[config.mk]
export PLATFORM = sky130hd
export DESIGN_NAME = rx_idle_timeout
export DESIGN_NICKNAME = d
export VERILOG_FILES = /design/src/rtl/rxto_pkg.sv /design/src/rtl/rxto_limit.sv /design/src/rtl/rxto_counter.sv /design/src/rtl/rxto_flag.sv /design/src/rtl/rx_idle_timeout.sv
export SDC_FILE = /design/constraint.sdc
export NUM_CORES = 1
export LEC_CHECK = 0
export BUFFER_PORTS_ARGS = -buffer_cell sky130_fd_sc_hd__buf_2
export CAP_MARGIN = 20
export CORE_AREA = 4 4 56 58
export CTS_BUF_LIST = sky130_fd_sc_hd__clkbuf_16
export DETAILED_ROUTE_END_ITERATION = 10
export DIE_AREA = 0 0 60 62
export GPL_TIMING_DRIVEN = 0
export MAX_ROUTING_LAYER = met4
export PLACE_DENSITY = 0.59
export SLEW_MARGIN = 10
export SYNTH_ARGS = -nofsm -noshare
export SYNTH_HDL_FRONTEND = slang
export SYNTH_SLANG_ARGS = --single-unit
[constraint.sdc]
create_clock -name clk -period 2 [get_ports clk]
set_input_delay 0.6 -clock clk [delete_from_list [all_inputs] [get_ports clk]]
set_output_delay 0.6 -clock clk [all_outputs]
set_load 0.05 [all_outputs]
[src/rtl/rxto_pkg.sv]
package rxto_pkg;

   // Counter arming state: LIVE counts ticks, SPENT holds after an expiry.
   typedef enum logic {
      ARM_LIVE  = 1'b0,
      ARM_SPENT = 1'b1
   } arm_state_t;

   // Count width needed to hold units * ticks-per-unit without wrapping.
   function automatic int unsigned count_width(input int unsigned rto_w,
                                               input int unsigned per_unit);
      int unsigned extra;
      extra = (per_unit <= 1) ? 0 : $clog2(per_unit);
      return rto_w + extra;
   endfunction

endpackage

[src/rtl/rxto_limit.sv]
module rxto_limit #(
   parameter int unsigned RTO_W          = 8,
   parameter int unsigned TICKS_PER_UNIT = 4,
   parameter int unsigned CNT_W          = 10
) (
   input  logic [RTO_W-1:0] rto_val,
   output logic [CNT_W-1:0] limit,
   output logic             enabled
);

   localparam bit IS_POW2 = (TICKS_PER_UNIT != 0) &&
                            ((TICKS_PER_UNIT & (TICKS_PER_UNIT - 1)) == 0);
   localparam int unsigned SHIFT = (TICKS_PER_UNIT <= 1) ? 0 : $clog2(TICKS_PER_UNIT);

   if (CNT_W < RTO_W + SHIFT) begin : g_bad_width
      $error("rxto_limit: CNT_W too narrow for the terminal count");
   end

   generate
      if (IS_POW2) begin : g_shift
         always_comb limit = CNT_W'(rto_val) << SHIFT;
      end else begin : g_mult
         always_comb limit = CNT_W'(rto_val) * CNT_W'(TICKS_PER_UNIT);
      end
   endgenerate

   always_comb enabled = (rto_val != '0);

endmodule

[src/rtl/rxto_counter.sv]
module rxto_counter
   import rxto_pkg::*;
#(
   parameter int unsigned CNT_W = 10
) (
   input  logic             clk,
   input  logic             rst_n,
   input  logic             rx_filt,
   input  logic             bit_tick,
   input  logic             rto_wr,
   input  logic [CNT_W-1:0] limit,
   input  logic             enabled,
   output logic             expire
);

   localparam logic [CNT_W-1:0] ONE = CNT_W'(1);

   arm_state_t       arm_q;
   logic [CNT_W-1:0] cnt_q;
   logic             at_last;
   logic             counting;

   // Terminal when this tick would make the count equal to the limit.
   always_comb at_last  = (cnt_q == (limit - ONE));
   always_comb counting = rx_filt && !rto_wr && enabled &&
                          (arm_q == ARM_LIVE) && bit_tick;
   always_comb expire   = counting && at_last;

   always_ff @(posedge clk or negedge rst_n) begin
      if (!rst_n) begin
         cnt_q <= '0;
         arm_q <= ARM_LIVE;
      end else if (!rx_filt || rto_wr) begin
         cnt_q <= '0;
         arm_q <= ARM_LIVE;
      end else if (counting) begin
         if (at_last) begin
            cnt_q <= '0;
            arm_q <= ARM_SPENT;
         end else begin
            cnt_q <= cnt_q + ONE;
         end
      end
   end

   // a low line empties the count.
   p_low_clears_r6: assert property (@(posedge clk) disable iff (!rst_n)
      !rx_filt |=> (cnt_q == '0));

   // no tick, no write, line high: the count does not move.
   p_tick_only_r2: assert property (@(posedge clk) disable iff (!rst_n)
      (rx_filt && !bit_tick && !rto_wr) |=> $stable(cnt_q));

   // once spent, further ticks on a high line do not expire again.
   p_held_r7: assert property (@(posedge clk) disable iff (!rst_n)
      (arm_q == ARM_SPENT && rx_filt && !rto_wr) |=> (arm_q == ARM_SPENT && cnt_q == '0));

   // the count never reaches or passes the limit.
   p_no_wrap_r9: assert property (@(posedge clk) disable iff (!rst_n)
      enabled |-> (cnt_q < limit));

   // a zero unit count never expires.
   p_disabled_r8: assert property (@(posedge clk) disable iff (!rst_n)
      !enabled |-> !expire);

endmodule

[src/rtl/rxto_flag.sv]
module rxto_flag (
   input  logic clk,
   input  logic rst_n,
   input  logic expire,
   input  logic rto_wr,
   output logic irq
);

   always_ff @(posedge clk or negedge rst_n) begin
      if (!rst_n)      irq <= 1'b0;
      else if (rto_wr) irq <= 1'b0;
      else if (expire) irq <= 1'b1;
   end

   // a register write clears the flag.
   p_clear_on_write_r5: assert property (@(posedge clk) disable iff (!rst_n)
      rto_wr |=> !irq);

   // an expiry sets the flag on the following cycle.
   p_set_on_expire_r3: assert property (@(posedge clk) disable iff (!rst_n)
      expire |=> irq);

   // the flag holds until a write.
   p_sticky_r4: assert property (@(posedge clk) disable iff (!rst_n)
      (irq && !rto_wr) |=> irq);

endmodule

[src/rtl/rx_idle_timeout.sv]
module rx_idle_timeout
   import rxto_pkg::*;
#(
   parameter int unsigned RTO_W          = 8,
   parameter int unsigned TICKS_PER_UNIT = 4
) (
   input  logic             clk,
   input  logic             rst_n,
   input  logic             rx_filt,
   input  logic             bit_tick,
   input  logic [RTO_W-1:0] rto_val,
   input  logic             rto_wr,
   output logic             timeout_irq
);

   localparam int unsigned CNT_W = count_width(RTO_W, TICKS_PER_UNIT);

   if (RTO_W < 1) begin : g_bad_rto
      $error("rx_idle_timeout: RTO_W must be at least 1");
   end
   if (TICKS_PER_UNIT < 1) begin : g_bad_unit
      $error("rx_idle_timeout: TICKS_PER_UNIT must be at least 1");
   end

   logic [CNT_W-1:0] limit;
   logic             enabled;
   logic             expire;

   rxto_limit #(
      .RTO_W          (RTO_W),
      .TICKS_PER_UNIT (TICKS_PER_UNIT),
      .CNT_W          (CNT_W)
   ) u_limit (
      .rto_val (rto_val),
      .limit   (limit),
      .enabled (enabled)
   );

   rxto_counter #(
      .CNT_W (CNT_W)
   ) u_counter (
      .clk      (clk),
      .rst_n    (rst_n),
      .rx_filt  (rx_filt),
      .bit_tick (bit_tick),
      .rto_wr   (rto_wr),
      .limit    (limit),
      .enabled  (enabled),
      .expire   (expire)
   );

   rxto_flag u_flag (
      .clk    (clk),
      .rst_n  (rst_n),
      .expire (expire),
      .rto_wr (rto_wr),
      .irq    (timeout_irq)
   );

   // a write in the terminal cycle keeps the flag low.
   p_write_wins_r10: assert property (@(posedge clk) disable iff (!rst_n)
      (rto_wr && rx_filt && bit_tick) |=> !timeout_irq);

endmodule

==> summary.txt, run 1 <==
STA
  – Rel. slew slack: 67.56%
  – Final worst setup slack: -24.82 ps
  – Final clock skew: 2.467 ps
  – Fin crit share: 101.2%
  – Fin crit period: 2025 ps
  – RSZ-0062 raised after global routing: true
  – Slew Viols, Final: 0
  – Max Freq: 493.9 MHz
  – Final setup fails: 2
  – Fin. Hold Viols: 0
  – Tightest Pin Transition: 474.4 ps

Worst setup path
  – Critical Path Start Type: input port
  – Launch point of the worst path: rto_val[1]
  – Setup crit end kind: register
  – R2r endpoint: u_counter.cnt_q[4]$_DFFE_PN0P_
  – Reg2reg start: u_counter.cnt_q[9]$_DFFE_PN0P_
  – Crit Path Class: input port to register
  – Reg2reg setup slack: 140 ps
  – Worst-case reg-to-reg path depth: 6
  – Crit path max fanout: 5
  – Crit path DAT: 2160 ps
  – Worst path required time: 2130 ps

Clock network
  – Max clock buf depth: 2
  – CTS clk-pin slew, worst paths: 40 ps
  – CTS H-Tree Depth: 1
  – CTS Buf Count: 3
  – Cts hold-fix bufs: 0
  – Root Driver: clkbuf_16
  – CTS Sinks: 12
  – CTS tree: done
  – Worst-skew pair later-pin latency: 240 ps

Power
  – VDD IR max: 0.5088 mV
  – Pwr Total: 0.7153 mW
  – Leak: 0.4981 nW
  – PD cells: 554.0 nW/um^2

Hold path
  – Worst hold path type: input port to async pin

Outcome
  – Status: finished with violations
  – Failing checks: negative setup slack

Routing
  – TritonRoute pass-1 iters: 4
  – DRC Markers: 0
  – Vias per cell: 5.542
  – Via count: 859
  – Wirelength per Cell: 15.68 microns
  – DRT Wirelength: 2431 microns
  – Starting DRT DRC Count: 29
  – DRT antenna net count: 0

Global route
  – Total global routing overflow: 0
  – Largest net degree at the start of global routing: 13
  – Global-route wire length before repair: 3726 microns
  – Antenna violations before repair: 0
  – All-Layer GR Usage: 14.25%
  – Vias in the first global route: 795

Synth
  – Area contributors post-synth: dfrtp_1, xnor2_1, nor3_1, ha_1, nor2b_1
  – Count of cell types in the netlist: 39
  – Cell Area, Synth: 930.9 sq um
  – Post-Synthesis Cells: 102
  – Syn Area/Cell: 9.126 sq um
  – Top cells by count, synth: xnor2_1, dfrtp_1, nor3_1, nor2b_1
  – Synth Flop Type: dfrtp_1
  – Cell taking the most area after synthesis: dfrtp_1
  – Async SR Flop Fraction: 100.0%
  – Yosys top cell area share: 32.26%
  – Yosys reg bits: 12
  – Most common cell in the netlist: xnor2_1
  – Sequential area share after synthesis: 32.26%
  – Synth Warn #: 0
  – Number of synthesized flops with an enable pin: 0
  – Syn Nets: 118

Floorplan
  – Core Region: 2663 sq um
  – Starting Density: 34.96%
  – DIE WIDTH: 60 microns
  – Die height: 62 microns
  – Full die area: 3720 sq um
  – Site Rows: 19
  – Io pins: 14

Layout
  – # nets final: 141
  – ANT cells: 0
  – Fraction of layout cells with a size suffix above 1: 35.48%
  – Syn-to-layout area delta: 38.71%
  – Post-layout util: 48.50%

Run
  – # Max-Cap Violations: 0

Place
  – I/O Buffers: 13
  – Placer Congestion: 0.7704
  – Final HPWL DP: 1561 microns
==> cell families (layout without fill, tap and decap cells) <==
family / count (synthesis) / in the layout / share of synthesized area [%]
fa+ha+maj: 3 / 3 / 4.033
buf+inv: 9 / 30 / 4.434
simple gates: 41 / 41 / 27.29
compound gates: 20 / 21 / 16.00
flops: 12 / 12 / 32.26
xor+xnor: 17 / 17 / 16.00
==> layout by cell type (no fill, tap or decap), types with 2 or more instances in the layout <==
master / instances
xnor2_1: 15
dfrtp_1: 12
buf_2: 11
nor3_2: 6
nor3_1: 5
nor2b_1: 4
nor2_1: 4
nand3_1: 4
nand2_1: 3
a21oi_1: 3
a211oi_1: 3
clkbuf_16: 3
buf_4: 3
o21ai_0: 2
xor2_1: 2
clkbuf_1: 2
buf_6: 2
nand4_1: 2
inv_1: 2
buf_12: 2
==> worst max path at each step <==
stage                                   to  slack (ps)  cells past startpoint
3_5_place_dp   u_counter.arm_q$_DFFE_PN0P_        -340                      9
3_3_place_gp        u_flag.irq$_DFFE_PN0P_        -340                      9
2_1_floorplan       u_flag.irq$_DFFE_PN0P_         -60                      8
4_1_cts             u_flag.irq$_DFFE_PN0P_         -20                      9
5_1_grt             u_flag.irq$_DFFE_PN0P_         -40                      9
6_report            u_flag.irq$_DFFE_PN0P_         -20                      9
==> per-stage QoR <==
step                      worst slack (ps)  hold WS (ps)  instance area [sq um]  instances  TNS, ps
after floorplan                     -59.88         304.4                  967.2        102   -113.5
after global placement              -344.9         465.3                   1071        146    -3637
after global routing                -42.55         246.7                   1291        155   -152.4
final                               -24.82         234.0                   1291        155   -34.84
after CTS                           -19.48         242.9                   1236        153   -34.15
after detailed placement            -337.5         480.1                   1071        146    -3705
==> flip-flops by register name (all words and copies together) (netlist names) <==
signal	count
u_counter.cnt_q	10
u_counter.arm_q	1
u_flag.irq	1
==> layer usage <==
layer	global-route usage (%)	vias to the layer above	share of wire [%]
met2	22.38	18	49
li1	-	415	-
met3	3.099	4	3.9
met4	6.646	0	1.1
met1	17.45	422	46
met5	-	-	0
==> where the power goes <==
part           internal (mW)  leakage [nW]  switching [mW]  total (mW)
Combinational         0.0462         0.292          0.0559       0.102
Clock                  0.263        0.0385           0.104       0.367
Sequential             0.245         0.167         0.00134       0.246
Total                  0.554         0.498           0.161       0.715
==> cell type report <==
type / instances / area (sq um)
repair buffers: 17 / 128.9
flip-flops and latches: 12 / 300.3
multi-input cells: 82 / 684.4
clock buffers: 3 / 75.07
inverters: 4 / 32.53
well taps: 31 / 38.79
plain buffers: 5 / 27.53
fillers: 262 / 1371
clock inverters: 1 / 3.754
==> timing repair <==
| item | in CTS | in global routing |
|---|---|---|
| setup endpoints to repair | 11 | 10 |
| cloned | 1 | 1 |
| resized for setup | 14 | 11 |
| pin swaps | 5 | 2 |
| buffers inserted | 2 | 1 |
==> critical path, cell delays in order <==
cell and delay, ps:
buf_12 110, inv_12 40, ha_4 110, or4b_4 510, o211ai_4 200, nor4_1 70, and4_4 210, buf_6 130
o21ba_4 180
No activity file was read; power rests on OpenSTA's default activity.
==> inputs of run 2 (changes only) <==
- PLACE_DENSITY: 0.59 -> default
==> run 2 against run 1 <==
Compared with the run above:
- the flow still finishes with violations (negative setup slack)
- global-route usage grew 0.73 points
- hold slack lost 2.3 ps
- cell area shrank 2.0%
- wire length shrank 0.78%
- clock skew shrank 1.7 ps
- count of clock-buffer cells in the layout is the same
- critical path depth is the same
- first-iteration DRC count grew 14%
- via count shrank 0.23%
- critical endpoint unchanged
==> summary.txt, run 2 (synthesized netlist as in run 1, its figures left out) <==
Worst setup path
  – Worst path required time: 2130 ps (about the same)
  – Sequence of cells on the critical path: buf_12 -> inv_12 -> ha_4 -> or4b_4 -> o211ai_4 -> nor4_2 -> and4_4 -> buf_6 -> o21ba_4
  – Crit Path Class: input port to register
  – Crit path DAT: 2150 ps (about the same)
  – Reg2reg start: u_counter.cnt_q[7]$_DFFE_PN0P_
  – R2r endpoint: u_counter.cnt_q[8]$_DFFE_PN0P_
  – Crit path max fanout: 5 (unchanged)
  – Setup crit end kind: register
  – Critical Path Start Type: input port
  – Worst-case reg-to-reg path depth: 6 (unchanged)
  – Buf/Inv on CP: 3 (unchanged)
  – Reg2reg setup slack: 50 ps (-90 ps)
  – Delay-heaviest family, CP: simple AND/OR/NAND/NOR gates
  – Slowest cell on the critical path: or4b_4
  – CP peak stage delay: 500 ps (about the same)
  – WP depth: 9 (unchanged)

Layout
  – ANT cells: 0 (unchanged)
  – Largest Register: u_counter.cnt_q
  – Fillers: 267 (+1.9%)
  – Post-layout util: 47.51% (-0.99 points)
  – Largest register FFs: 10 (unchanged)
  – Most common cell after layout, fill and taps aside: xnor2_1
  – Syn-to-layout area delta: 35.89%
  – Finished Cell Area: 1265 sq um (-2.0%)
  – # nets final: 139 (-1.4%)
  – Final non-filler cell total: 153 (-1.3%)
  – Commonest cells after routing, fill and taps aside: xnor2_1, dfrtp_1, buf_2
  – Regs by FF count: u_counter.cnt_q x10, u_counter.arm_q x1, u_flag.irq x1
  – Fraction of layout cells with a size suffix above 1: 32.79% (-2.7 points)

Power
  – Combinational share of power: 13.8% (-0.5 points)
  – Sequential share of power: 34.6% (about the same)
  – Cell internal pwr: 0.5505 mW (-0.69%)
  – Sw Pwr: 0.1626 mW (+1.0%)
  – Pwr Total: 0.7132 mW (-0.30%)
  – Sw Ratio: 22.80% (+0.30 points)
  – Clk pwr share: 51.6% (+0.3 points)
  – VDD IR max: 0.5304 mV (+4.2%)
  – Leak: 0.4817 nW (-3.3%)
  – PD cells: 563.8 nW/um^2 (+1.8%)

Global route
  – Met2 usage: 23.92% (+1.5 points)
  – Busiest layer in global routing: met2
  – Total global routing overflow: 0 (unchanged)
  – M1 GR Usage: 18.24% (+0.79 points)
  – Vias in the first global route: 860 (+8.2%)
  – Antenna violations before repair: 0 (unchanged)
  – Grt met3 use: 2.479% (-0.62 points)
  – All-Layer GR Usage: 14.98% (+0.73 points)
  – Largest net degree at the start of global routing: 13 (unchanged)
  – Global-route wire length before repair: 3926 microns (+5.4%)

STA
  – Fin Hold WS: 231.7 ps (-2.314 ps)
  – Rel. slew slack: 66.78% (-0.78 points)
  – RSZ-0062 raised after global routing: true
  – Final setup fails: 3 (+1)
  – Final worst setup slack: -19.83 ps (+4.982 ps)
  – Final clock skew: 0.7751 ps (-1.692 ps)
  – Fin. Hold Viols: 0 (unchanged)
  – Slew Viols, Final: 0 (unchanged)
  – Max Freq: 495.1 MHz (+0.25%)
  – Fin crit period: 2020 ps (-4.982 ps)
  – Setup tns final: -47.67 ps (-12.82 ps)
  – Fin crit share: 101.0% (-0.25 points)
  – Tightest Pin Transition: 498.3 ps (+23.92 ps)

Place
  – Placer Congestion: 0.7694 (-0.13%)
  – I/O Buffers: 13 (unchanged)
  – Placed insts: 146 (unchanged)
  – Final HPWL DP: 1613 microns (+3.4%)
  – Placement Cell Area: 1071 sq um (unchanged)
  – Pre-CTS setup slack: -369.1 ps (-31.65 ps)

Floorplan
  – Starting Density: 34.96% (unchanged)
  – Full die area: 3720 sq um (unchanged)
  – Site Rows: 19 (unchanged)
  – DIE WIDTH: 60 microns (unchanged)
  – Io pins: 14 (unchanged)
  – Die height: 62 microns (unchanged)
  – Core Region: 2663 sq um (unchanged)

Routing
  – DRC Markers: 0 (unchanged)
  – DRT Wirelength: 2412 microns (-0.78%)
  – Starting DRT DRC Count: 33 (+14%)
  – Via count: 857 (-0.23%)
  – DRT antenna net count: 0 (unchanged)
  – Vias per cell: 5.601 (+1.1%)
  – TritonRoute pass-1 iters: 4 (unchanged)
  – Wirelength per Cell: 15.76 microns (+0.52%)

Outcome
  – Failing checks: negative setup slack
  – Status: finished with violations

Clock network
  – Root Driver: clkbuf_16
  – CTS tree: done
  – Cts hold-fix bufs: 0 (unchanged)
  – CTS Sinks: 12 (unchanged)
  – Worst-skew pair later-pin latency: 240 ps (about the same)
  – CTS Buf Count: 3 (unchanged)
  – Max clock buf depth: 2 (unchanged)
  – CTS clk-pin slew, worst paths: 40 ps (about the same)
  – CTS H-Tree Depth: 1 (unchanged)

Run
  – # Max-Cap Violations: 0 (unchanged)

Hold path
  – Worst hold path type: input port to async pin
[run 2: what timing repair did]
action | in CTS | in global routing
pin swaps | 4 | 3
gates resized for setup | 10 | 12
setup buffers | 2 | 0
cloned | 1 | 0
endpoints found under the setup margin | 11 | 10
[run 2: routing by layer]
layer	vias to the layer above	wire length, microns	share of wire, %
li1	411	-	-
met1	418	1023	42
met2	23	1218	50
met3	5	123	5.1
met4	0	47	1.9
met5	-	0	0
[run 2: worst max-delay path by stage]
stage	startpoint	endpoint	slack [ps]
after CTS	rto_val[1]	u_counter.arm_q$_DFFE_PN0P_	3
after floorplan	rto_val[1]	u_flag.irq$_DFFE_PN0P_	-60
after global routing	rto_val[1]	u_counter.cnt_q[4]$_DFFE_PN0P_	-70
final	rto_val[1]	u_flag.irq$_DFFE_PN0P_	-20
after detailed placement	rto_val[1]	u_counter.arm_q$_DFFE_PN0P_	-370
after global placement	rto_val[1]	u_flag.irq$_DFFE_PN0P_	-340
[run 2: layout make-up]
cell class                      count  area (sq um)  area share [%]
Multi-Input combinational cell     81         675.6           53.41
Tap cell                           31         38.79           3.066
Clock inverter                      1         3.754          0.2967
Timing Repair Buffer               16         112.6           8.902
Inverter                            4         32.53           2.572
Sequential cell                    12         300.3           23.74
Buffer                              5         26.28           2.077
Clock buffer                        3         75.07           5.935
[run 2: power by group through the flow]
stage / Sequential, mW / Combinational (mW) / Clock, mW
6_report: 0.246 / 0.0985 / 0.368
2_1_floorplan: 0.250 / 0.0464 / 0
3_5_place_dp: 0.250 / 0.0825 / 0
3_3_place_gp: 0.250 / 0.0791 / 0
5_1_grt: 0.246 / 0.108 / 0.397
4_1_cts: 0.246 / 0.0925 / 0.377
==> inputs of run 3 (changes only) <==
- PLACE_DENSITY: default -> 0.61
==> run 3 against run 2 <==
Compared with the run above:
- the run still ends with negative setup slack left
- cell count decreased by 0.65%
- hold slack improved by 9.6 ps
- clock skew about the same
- via count increased by 0.12%
- global-route usage increased by 0.47 points
- non-clock buffer count decreased by 1
- sequential share of layout area decreased by 0.62 points
- flip-flop and latch count unchanged
- sequential power about the same
- die area unchanged
- utilization increased by 1.3 points
- maximum frequency increased by 0.30%
- critical path type unchanged
- largest cell class unchanged
==> summary.txt, run 3 (synthesized netlist as in run 1, its figures left out) <==
Layout
  – ANT cells: 0 (unchanged)
  – Finished Cell Area: 1299 sq um (+2.7%)
  – Final non-filler cell total: 152 (-0.65%)
  – Largest register FFs: 10 (unchanged)
  – Most common cell after layout, fill and taps aside: xnor2_1
  – # nets final: 139 (unchanged)
  – Fraction of layout cells with a size suffix above 1: 36.36% (+3.6 points)
  – Largest Register: u_counter.cnt_q
  – Commonest cells after routing, fill and taps aside: xnor2_1, dfrtp_1, buf_2
  – Fillers: 260 (-2.6%)
  – Regs by FF count: u_counter.cnt_q x10, u_counter.arm_q x1, u_flag.irq x1
  – Syn-to-layout area delta: 39.52%

Place
  – Final HPWL DP: 1686 microns (+4.5%)
  – Placement Cell Area: 1071 sq um (unchanged)
  – Pre-CTS setup slack: -381.1 ps (-11.97 ps)
  – Placer Congestion: 0.7886 (+2.5%)
  – I/O Buffers: 13 (unchanged)
  – Placed insts: 146 (unchanged)

Global route
  – Vias in the first global route: 906 (+5.3%)
  – All-Layer GR Usage: 15.45% (+0.47 points)
  – Antenna violations before repair: 0 (unchanged)
  – Total global routing overflow: 0 (unchanged)
  – Global-route wire length before repair: 4140 microns (+5.5%)
  – Largest net degree at the start of global routing: 13 (unchanged)

STA
  – Tightest Pin Transition: 493.9 ps (-4.341 ps)
  – Fin crit period: 2014 ps (-6.007 ps)
  – Fin crit share: 100.7% (-0.30 points)
  – Fin Hold WS: 241.2 ps (+9.575 ps)
  – Max Freq: 496.6 MHz (+0.30%)
  – Slew Viols, Final: 0 (unchanged)
  – Fin. Hold Viols: 0 (unchanged)
  – RSZ-0062 raised after global routing: true
  – Rel. slew slack: 67.07% (+0.29 points)
  – Final worst setup slack: -13.83 ps (+6.007 ps)
  – Final setup fails: 1 (-2)
  – Final clock skew: 0.5947 ps (-0.1804 ps)
  – Setup tns final: -13.83 ps (+33.84 ps)

Clock network
  – CTS Sinks: 12 (unchanged)
  – CTS tree: done
  – Max clock buf depth: 2 (unchanged)
  – CTS Buf Count: 3 (unchanged)
  – CTS H-Tree Depth: 1 (unchanged)
  – Worst-skew pair later-pin latency: 240 ps (about the same)
  – CTS clk-pin slew, worst paths: 40 ps (about the same)
  – Root Driver: clkbuf_16

Routing
  – DRT Wirelength: 2478 microns (+2.7%)
  – Starting DRT DRC Count: 28 (-15%)
  – Via count: 858 (+0.12%)
  – TritonRoute pass-1 iters: 3 (-1)
  – DRC Markers: 0 (unchanged)
  – Vias per cell: 5.645 (+0.78%)
  – DRT antenna net count: 0 (unchanged)
  – Wirelength per Cell: 16.30 microns (+3.4%)

Worst setup path
  – Worst path required time: 2130 ps (about the same)
  – Crit path DAT: 2140 ps (about the same)
  – Crit path max fanout: 5 (unchanged)
  – Setup crit end kind: register
  – Critical Path Start Type: input port
  – Worst-case reg-to-reg path depth: 6 (unchanged)
  – Crit Path Class: input port to register

Power
  – PD cells: 546.0 nW/um^2 (-3.2%)
  – VDD IR max: 0.4032 mV (-24%)
  – Leak: 0.4905 nW (+1.8%)

Outcome
  – Failing checks: negative setup slack
  – Status: finished with violations

Floorplan
  – Full die area: 3720 sq um (unchanged)
  – Io pins: 14 (unchanged)
  – Site Rows: 19 (unchanged)
  – Die height: 62 microns (unchanged)
  – Starting Density: 34.96% (unchanged)
  – DIE WIDTH: 60 microns (unchanged)
  – Core Region: 2663 sq um (unchanged)

Run
  – # Max-Cap Violations: 0 (unchanged)

Hold path
  – Worst hold path type: input port to async pin
## run 3: cell type report
class                           instances  area, sq um  share of cell area [%]
Sequential cell                        12        300.3                   23.12
Inverter                                4        35.03                   2.697
Buffer                                  4        22.52                   1.734
Tap cell                               31        38.79                   2.987
Multi-Input combinational cell         82        705.7                   54.34
Timing Repair Buffer                   16        121.4                   9.345
Clock buffer                            3        75.07                   5.780
## run 3: stage by stage
stage	util, %	total power, mW
2_1_floorplan	-	0.2961
3_3_place_gp	40.23	0.3294
3_5_place_dp	40.23	0.3332
4_1_cts	46.29	0.7093
5_1_grt	48.78	0.7479
6_report	48.78	0.7091
## run 3: path summary, 6_finish.rpt
path | start | endpoint | slack [ps]
worst max-delay path | rto_val[1] | u_flag.irq$_DFFE_PN0P_ | -10
worst min-delay path | rst_n | u_counter.cnt_q[3]$_DFFE_PN0P_ | 240
worst max register to register | u_counter.cnt_q[9]$_DFFE_PN0P_ | u_counter.cnt_q[4]$_DFFE_PN0P_ | 140
worst min register to register | u_flag.irq$_DFFE_PN0P_ | u_flag.irq$_DFFE_PN0P_ | 520
max in group asynchronous | rst_n | u_counter.arm_q$_DFFE_PN0P_ | 1540
min in group clk | u_flag.irq$_DFFE_PN0P_ | u_flag.irq$_DFFE_PN0P_ | 520
## run 3: critical path, cell delays in order
cell      delay (ps)
buf_12           110
inv_12            40
ha_4             100
or4b_4           510
o211ai_4         230
nor4_2            50
and4_4           170
buf_6            130
o21ba_4          180
## run 3: timing repair
item,in CTS,in global routing
setup buffers,2,0
pin swaps,5,4
endpoints found under the setup margin,11,11
resized for setup,15,13
hold buffers,0,0
cloned,1,1
hold endpoints to repair,0,0
## run 3: report_power, final
| group | total (mW) | leakage, nW | internal, mW | switching (mW) |
|---|---|---|---|---|
| combinational | 0.108 | 0.286 | 0.0479 | 0.0600 |
| clock | 0.355 | 0.0370 | 0.260 | 0.0951 |
| sequential | 0.247 | 0.167 | 0.245 | 0.00134 |
| total | 0.709 | 0.491 | 0.553 | 0.156 |
## run 3: routing by layer
metal	global-route usage [%]	up-vias	wire length, microns
met5	-	-	0
met4	6.329	0	53
met3	2.479	7	109
met2	25.31	22	1208
met1	18.96	419	1106
li1	-	410	-
